--- config.mk ---
export PLATFORM = sky130hd
export DESIGN_NAME = idx_reg_file
export DESIGN_NICKNAME = d
export VERILOG_FILES = /design/src/rtl/ixreg_pkg.sv /design/src/rtl/ixreg_mode.sv /design/src/rtl/ixreg_cursor.sv /design/src/rtl/ixreg_scratch.sv /design/src/rtl/idx_reg_file.sv
export SDC_FILE = /design/constraint.sdc
export NUM_CORES = 2
export LEC_CHECK = 0
export ABC_AREA = 1
export BUFFER_PORTS_ARGS = -buffer_cell sky130_fd_sc_hd__buf_2
export CAP_MARGIN = 5
export CORE_UTILIZATION = 35
export CTS_CLUSTER_SIZE = 16
export DETAILED_ROUTE_END_ITERATION = 8
export GPL_ROUTABILITY_DRIVEN = 0
export GPL_TIMING_DRIVEN = 0
export SYNTH_ARGS = -nofsm -noshare
export SYNTH_HDL_FRONTEND = slang
export SYNTH_SLANG_ARGS = --single-unit
--- constraint.sdc ---
create_clock -name clk_i -period 14.8 [get_ports clk_i]
set_clock_uncertainty 0.05 [all_clocks]
set_input_delay 1.48 -clock clk_i [delete_from_list [all_inputs] [get_ports clk_i]]
set_output_delay 1.48 -clock clk_i [all_outputs]
set_load 0.05 [all_outputs]
--- src/rtl/ixreg_pkg.sv ---
package ixreg_pkg;
  localparam int unsigned IX_ID       = 0;
  localparam int unsigned IX_EN       = 1;
  localparam int unsigned IX_WID      = 2;
  localparam int unsigned IX_HGT      = 3;
  localparam int unsigned IX_MAXW     = 4;
  localparam int unsigned IX_MAXH     = 5;
  localparam int unsigned IX_BPP      = 7;
  localparam int unsigned IX_RMASK    = 9;
  localparam int unsigned IX_GMASK    = 10;
  localparam int unsigned IX_BMASK    = 11;
  localparam int unsigned IX_PITCH    = 12;
  localparam int unsigned IX_FBSZ     = 16;
  localparam int unsigned IX_CAPS     = 17;
  localparam int unsigned IX_CFG      = 20;
  localparam int unsigned IX_SYNC     = 21;
  localparam int unsigned IX_CUR_ID   = 24;
  localparam int unsigned IX_CUR_X    = 25;
  localparam int unsigned IX_CUR_Y    = 26;
  localparam int unsigned IX_CUR_ON   = 27;
  localparam int unsigned IX_HBPP     = 28;
  localparam int unsigned IX_SCR_N    = 29;
  localparam int unsigned IX_SCR_BASE = 1792;

  localparam logic [23:0] ID_MAGIC = 24'h900000;
  localparam logic [7:0]  ID_VMAX  = 8'd2;

  typedef struct packed {
    logic [31:0] r;
    logic [31:0] g;
    logic [31:0] b;
  } mask_t;

  function automatic logic [3:0] bytes_pp(input logic [5:0] d);
    logic [6:0] s;
    s = {1'b0, d} + 7'd7;
    return s[6:3];
  endfunction

  function automatic logic [31:0] round_bpp(input logic [5:0] d);
    return {25'd0, bytes_pp(d), 3'b000};
  endfunction

  function automatic mask_t col_masks(input logic [5:0] d);
    mask_t m;
    if (d == 6'd16)      m = '{r: 32'h1f,     g: 32'h7e0,  b: 32'hf800};
    else if (d == 6'd15) m = '{r: 32'h1f,     g: 32'h3e0,  b: 32'h7c00};
    else                 m = '{r: 32'hff0000, g: 32'hff00, b: 32'hff};
    return m;
  endfunction
endpackage

--- src/rtl/ixreg_mode.sv ---
module ixreg_mode
  import ixreg_pkg::*;
#(
  parameter int unsigned DIM_W = 12,
  localparam int unsigned FB_W = 4 + 2 * DIM_W
) (
  input  logic             clk_i,
  input  logic             rst_ni,
  input  logic             wr_i,
  input  logic [31:0]      idx_i,
  input  logic [31:0]      wdata_i,
  input  logic [5:0]       depth_i,
  output logic [31:0]      id_o,
  output logic             enable_o,
  output logic             cfg_done_o,
  output logic             cfg_stb_o,
  output logic             sync_stb_o,
  output logic [DIM_W-1:0] width_o,
  output logic [DIM_W-1:0] height_o,
  output logic [FB_W-1:0]  fb_size_o
);
  logic            id_ok;
  logic            nz;
  logic [FB_W-1:0] fb_calc;

  assign id_ok   = (wdata_i[31:8] == ID_MAGIC) && (wdata_i[7:0] <= ID_VMAX);
  assign nz      = |wdata_i;
  assign fb_calc = FB_W'(bytes_pp(depth_i)) * FB_W'(width_o) * FB_W'(height_o);

  always_ff @(posedge clk_i or negedge rst_ni) begin
    if (!rst_ni) begin
      id_o       <= {ID_MAGIC, ID_VMAX};
      enable_o   <= 1'b0;
      cfg_done_o <= 1'b0;
      cfg_stb_o  <= 1'b0;
      sync_stb_o <= 1'b0;
      width_o    <= '0;
      height_o   <= '0;
      fb_size_o  <= '0;
    end else begin
      cfg_stb_o  <= wr_i && (idx_i == IX_CFG);
      sync_stb_o <= wr_i && (idx_i == IX_SYNC);
      if (wr_i) begin
        if (idx_i == IX_ID && id_ok) id_o <= wdata_i;
        if (idx_i == IX_EN) begin
          enable_o <= nz;
          if (nz) fb_size_o  <= fb_calc;
          else    cfg_done_o <= 1'b0;
        end
        if (idx_i == IX_WID) width_o    <= wdata_i[DIM_W-1:0];
        if (idx_i == IX_HGT) height_o   <= wdata_i[DIM_W-1:0];
        if (idx_i == IX_CFG) cfg_done_o <= nz;
      end
    end
  end
endmodule

--- src/rtl/ixreg_cursor.sv ---
module ixreg_cursor
  import ixreg_pkg::*;
#(
  parameter int unsigned POS_W = 32
) (
  input  logic             clk_i,
  input  logic             rst_ni,
  input  logic             wr_i,
  input  logic [31:0]      idx_i,
  input  logic [31:0]      wdata_i,
  output logic [31:0]      cur_id_o,
  output logic [POS_W-1:0] cur_x_o,
  output logic [POS_W-1:0] cur_y_o,
  output logic             cur_on_o
);
  always_ff @(posedge clk_i or negedge rst_ni) begin
    if (!rst_ni) begin
      cur_id_o <= '0;
      cur_x_o  <= '0;
      cur_y_o  <= '0;
      cur_on_o <= 1'b0;
    end else if (wr_i) begin
      if (idx_i == IX_CUR_ID) cur_id_o <= wdata_i;
      if (idx_i == IX_CUR_X)  cur_x_o  <= wdata_i[POS_W-1:0];
      if (idx_i == IX_CUR_Y)  cur_y_o  <= wdata_i[POS_W-1:0];
      if (idx_i == IX_CUR_ON) begin
        // codes above 1 keep visibility
        if (wdata_i == 32'd1)      cur_on_o <= 1'b1;
        else if (wdata_i == 32'd0) cur_on_o <= 1'b0;
      end
    end
  end
endmodule

--- src/rtl/ixreg_scratch.sv ---
module ixreg_scratch
  import ixreg_pkg::*;
#(
  parameter int unsigned SCR_N = 16,
  localparam int unsigned AW   = (SCR_N > 1) ? $clog2(SCR_N) : 1
) (
  input  logic        clk_i,
  input  logic        rst_ni,
  input  logic        wr_i,
  input  logic [31:0] idx_i,
  input  logic [31:0] wdata_i,
  output logic        hit_o,
  output logic [31:0] rdata_o
);
  logic [31:0] mem_q [SCR_N];
  logic [31:0] off;
  logic [AW-1:0] sel;

  assign off     = idx_i - IX_SCR_BASE;
  assign hit_o   = (idx_i >= IX_SCR_BASE) && (off < SCR_N);
  assign sel     = off[AW-1:0];
  assign rdata_o = hit_o ? mem_q[sel] : 32'd0;

  for (genvar i = 0; i < SCR_N; i++) begin : g_word
    always_ff @(posedge clk_i or negedge rst_ni) begin
      if (!rst_ni)                             mem_q[i] <= '0;
      else if (wr_i && hit_o && sel == AW'(i)) mem_q[i] <= wdata_i;
    end
  end
endmodule

--- src/rtl/idx_reg_file.sv ---
module idx_reg_file
  import ixreg_pkg::*;
#(
  parameter int unsigned DIM_W = 12,
  parameter int unsigned POS_W = 32,
  parameter int unsigned IDX_W = 16,
  parameter int unsigned SCR_N = 16,
  parameter int unsigned MAX_W = 2360,
  parameter int unsigned MAX_H = 1770,
  parameter logic [31:0] CAPS  = 32'h0000_00e3,
  localparam int unsigned FB_W = 4 + 2 * DIM_W
) (
  input  logic             clk_i,
  input  logic             rst_ni,
  input  logic             bus_wr_i,
  input  logic             bus_rd_i,
  input  logic             bus_port_i,
  input  logic [31:0]      bus_wdata_i,
  output logic [31:0]      bus_rdata_o,
  output logic             bus_rvalid_o,
  input  logic [5:0]       host_depth_i,
  output logic             enable_o,
  output logic             config_done_o,
  output logic             cfg_stb_o,
  output logic             sync_stb_o,
  output logic [DIM_W-1:0] width_o,
  output logic [DIM_W-1:0] height_o,
  output logic [FB_W-1:0]  fb_size_o,
  output logic [31:0]      cursor_id_o,
  output logic [POS_W-1:0] cursor_x_o,
  output logic [POS_W-1:0] cursor_y_o,
  output logic             cursor_on_o
);
  logic [IDX_W-1:0] idx_q;
  logic [31:0]      idx_ext;
  logic             val_wr;
  logic [31:0]      id_val;
  logic             scr_hit;
  logic [31:0]      scr_rdata;
  logic [31:0]      rd_val;
  mask_t            masks;

  assign idx_ext = 32'(idx_q);
  assign val_wr  = bus_wr_i && bus_port_i;
  assign masks   = col_masks(host_depth_i);

  always_ff @(posedge clk_i or negedge rst_ni) begin
    if (!rst_ni)                     idx_q <= '0;
    else if (bus_wr_i && !bus_port_i) idx_q <= bus_wdata_i[IDX_W-1:0];
  end

  ixreg_mode #(.DIM_W(DIM_W)) u_mode (
    .clk_i      (clk_i),
    .rst_ni     (rst_ni),
    .wr_i       (val_wr),
    .idx_i      (idx_ext),
    .wdata_i    (bus_wdata_i),
    .depth_i    (host_depth_i),
    .id_o       (id_val),
    .enable_o   (enable_o),
    .cfg_done_o (config_done_o),
    .cfg_stb_o  (cfg_stb_o),
    .sync_stb_o (sync_stb_o),
    .width_o    (width_o),
    .height_o   (height_o),
    .fb_size_o  (fb_size_o)
  );

  ixreg_cursor #(.POS_W(POS_W)) u_cursor (
    .clk_i    (clk_i),
    .rst_ni   (rst_ni),
    .wr_i     (val_wr),
    .idx_i    (idx_ext),
    .wdata_i  (bus_wdata_i),
    .cur_id_o (cursor_id_o),
    .cur_x_o  (cursor_x_o),
    .cur_y_o  (cursor_y_o),
    .cur_on_o (cursor_on_o)
  );

  ixreg_scratch #(.SCR_N(SCR_N)) u_scratch (
    .clk_i   (clk_i),
    .rst_ni  (rst_ni),
    .wr_i    (val_wr),
    .idx_i   (idx_ext),
    .wdata_i (bus_wdata_i),
    .hit_o   (scr_hit),
    .rdata_o (scr_rdata)
  );

  always_comb begin
    rd_val = '0;
    if (scr_hit) rd_val = scr_rdata;
    else begin
      case (idx_ext)
        IX_ID:             rd_val = id_val;
        IX_EN:             rd_val = {31'd0, enable_o};
        IX_WID:            rd_val = 32'(width_o);
        IX_HGT:            rd_val = 32'(height_o);
        IX_MAXW:           rd_val = MAX_W;
        IX_MAXH:           rd_val = MAX_H;
        IX_BPP, IX_HBPP:   rd_val = round_bpp(host_depth_i);
        IX_RMASK:          rd_val = masks.r;
        IX_GMASK:          rd_val = masks.g;
        IX_BMASK:          rd_val = masks.b;
        IX_PITCH:          rd_val = 32'(bytes_pp(host_depth_i)) * 32'(width_o);
        IX_FBSZ:           rd_val = 32'(fb_size_o);
        IX_CAPS:           rd_val = CAPS;
        IX_CFG:            rd_val = {31'd0, config_done_o};
        IX_CUR_ID:         rd_val = cursor_id_o;
        IX_CUR_X:          rd_val = 32'(cursor_x_o);
        IX_CUR_Y:          rd_val = 32'(cursor_y_o);
        IX_CUR_ON:         rd_val = {31'd0, cursor_on_o};
        IX_SCR_N:          rd_val = SCR_N;
        default:           rd_val = '0;
      endcase
    end
  end

  // read samples pre-write state: same-cycle write lands at this edge too
  always_ff @(posedge clk_i or negedge rst_ni) begin
    if (!rst_ni) begin
      bus_rdata_o  <= '0;
      bus_rvalid_o <= 1'b0;
    end else begin
      bus_rvalid_o <= bus_rd_i;
      if (bus_rd_i) bus_rdata_o <= bus_port_i ? rd_val : idx_ext;
    end
  end
endmodule

==> metrics.md <==
| Metric | Value |
|---|---|
| Starting Density | `0.354` |
| Top-area cell type share of the netlist area | `0.458` |
| Die width | `~340 um` |
| Vias in the first global route | `37,300` |
| Post-CTS setup buffer count | `0` |
| Final Core Density | `0.406` |
| Die height | `around 340 um` |
| WS Path Type | `primary input to flop` |
| Largest net degree at the start of global routing | `119` |
| Period utilization | `0.713` |
| Critical path startpoint category | `primary input` |
| Core area | `around 110,000 um^2` |
| First-pass GRT wire length | `247 mm` |
| Num CTS Buffers | `82` |
| Die area | `117,000 um^2` |
| CTS sink count | `746` |
| # port buffers | `228` |
| Seq cells post-synth | `approximately 750` |
| Largest stage delay, worst path | `1020 ps` |
| Latest clock arrival within the worst-skew pair | `670 ps` |
| Final hold vios | `0` |
| Mapped Cells | `5,064` |
| DR vias/cell | `5.55` |
| Slew Limit Fails | `0` |
| Post-CTS Hold Fix Bufs | `0` |
| Average wire per standard cell | `24.1 um` |
| YS warnings | `0` |
| Crit path capture type | `flop` |
| Iteration-0 DRC Markers | `4,699` |
| Post-route DRC | `42` |
| Peak VDD IR | `0.0797 mV` |
| Syn avg cell area | `around 8 um^2` |
| RSZ-0062 raised after global routing | `false` |
| CTS root buf | `clkbuf_16` |
| CP max FO | `10` |
| All-Layer GR Usage | `0.285` |
| F_max | `about 95 MHz` |
| Total number of vias | `38,700` |
| Number of synthesized flops with an enable pin | `0` |
| I/O Pins | `229` |
| Relative slew slack | `0.109` |
| Setup Viol. Count Final | `0` |
| Cell mode on critical path | `fa_1` |
| Post-synth top cells | `1,716 x nand2_1, 743 x dfrtp_1, 613 x o21ai_0` |
| Seq/Total Area, Yosys | `0.460` |
| CTS tree | `yes` |
| Initial antenna violation count | `9` |
| Clk buf depth | `3` |
| H-tree depth | `3` |
| Syn Std Cell Area | `40,600 um^2` |
| Clock slew at reported path FFs | `~60 ps` |
| Top_reg_cell synth | `dfrtp_1` |
| Most frequent cell after synthesis | `nand2_1` |
| ANT nets after route | `0` |
| Detailed Route WL | `about 170 mm` |
| Nets@finish | `5,673` |
| Synth area leaders | `dfrtp_1 46%, nand2_1 16%, fa_1 7.9%` |
| DRT Pass-1 Iters | `8` |
| Min Tclk post-route | `approximately 11,000 ps` |
| Post-synth top area cell | `dfrtp_1` |
| MaxCap Viol Count | `0` |
| Grt ovf | `0` |
| Power density cells | `101 nW/um^2` |
| Post-synth cell types | `42` |
| Lkg Pwr | `0.0230 uW` |
| Setup_tns | `0 ps` |
| Critical path arrival | `~11,000 ps` |
| Share of cells above drive strength 1 | `0.0901` |
| Final HPWL DP | `125 mm` |
| Worst Max-Slew Pin Slew | `1330 ps` |
| WP data required | `15,270 ps` |
| Row Count | `124` |
| CTS resizes | `0` |
| CP max-delay cell | `xor2_1` |
| Hold crit path type | `flop to flop` |
| Failing checks | `design-rule violations` |
| Mapped Nets | `approximately 5,400` |
| Ys async rst share | `1.00` |
| Area grow syn2layout | `14.8%` |
| Outcome | `finished, violations left` |
-- final timing paths --
path	start	endpoint	slack, ps	cells past startpoint
hold / removal	u_mode.id_o[28]	u_mode.id_o[28]	420	2
max in group asynchronous	rst_ni	u_mode.width_o[9]	12280	3
hold reg to reg	u_mode.id_o[28]	u_mode.id_o[28]	420	2
setup reg to reg	u_mode.width_o[5]	u_mode.fb_size_o[25]	6150	31
setup / recovery	host_depth_i[0]	u_mode.fb_size_o[25]	4250	37
min in group asynchronous	rst_ni	u_scratch.mem_q[362]	780	1
-- placed cells by master, fill, tap and decap left out, drive strengths merged, types with 8 or more instances in the layout --
cell type	instances
nand3	155
o21ai	789
fa	160
buf	311
o22ai	128
nor3	10
dfrtp	743
a21oi	88
nand2	1731
xnor2	14
nand3b	8
nor2	289
inv	415
nand4	88
clkbuf	374
ha	86
clkinv	25
-- stage by stage --
step                      hold WS [ps]  setup WS [ps]  cell area, um^2  instances  power [uW]
after global routing               428           3750            46600       6964        4830
after detailed placement           402           3700            43800       6812        2600
after CTS                          415           4350            46600       6963        4710
after floorplan                    386           6010            40600       5064        2350
final                              417           4250            46600       6968        4720
after global placement             399          -4350            43600       6804        2600
-- state kept, by name, summed over array words and instances, names as in the netlist, 12 cells and up --
register           cells
u_scratch.mem_q      512
bus_rdata_o           32
u_cursor.cur_id_o     32
u_cursor.cur_x_o      32
u_cursor.cur_y_o      32
u_mode.id_o           32
u_mode.fb_size_o      28
idx_q                 16
u_mode.height_o       12
u_mode.width_o        12
-- cell families after synthesis --
kind of cell / after synthesis / share of synthesized area
AND/OR/NAND/NOR: 2288 / 0.228
AO/OA/AOI/OAI: 1021 / 0.131
flip-flops: 746 / 0.460
buffers and inverters: 744 / 0.0714
adder cells (fa/ha/maj): 246 / 0.105
XOR/XNOR: 19 / 0.00410
-- layer usage --
layer  up-vias  wire length [um]  global-route usage
met3       452             20200              0.0862
met2      2192             73600               0.433
met4        12              8350               0.132
met1     19100             65700               0.370
met5         -               258              0.0114
li1      16900                 -                   -
-- layout make-up --
class,instances,area [um^2]
fillers,11700,68100
multi-input cells,3574,19000
flip-flops and latches,746,18700
clock buffers,129,2500
well taps,1512,1890
inverters,424,1590
repair buffers,236,1330
plain buffers,320,1300
clock inverters,22,263
diodes,5,12.5
-- report_power, final --
group / total (uW) / internal [uW] / switching, uW
Clock: 2140 / 1240 / 901
Sequential: 2090 / 2060 / 25.4
Combinational: 498 / 91.6 / 407
Total: 4720 / 3390 / 1330
-- worst max-delay path, delay by kind of cell --
family	cells	cell delay (ps)
compound gates	2	390
simple gates	17	2730
buf+inv	8	1100
fa+ha+maj	9	4260
xor+xnor	1	1020
Power figures use the tool's default switching activity.
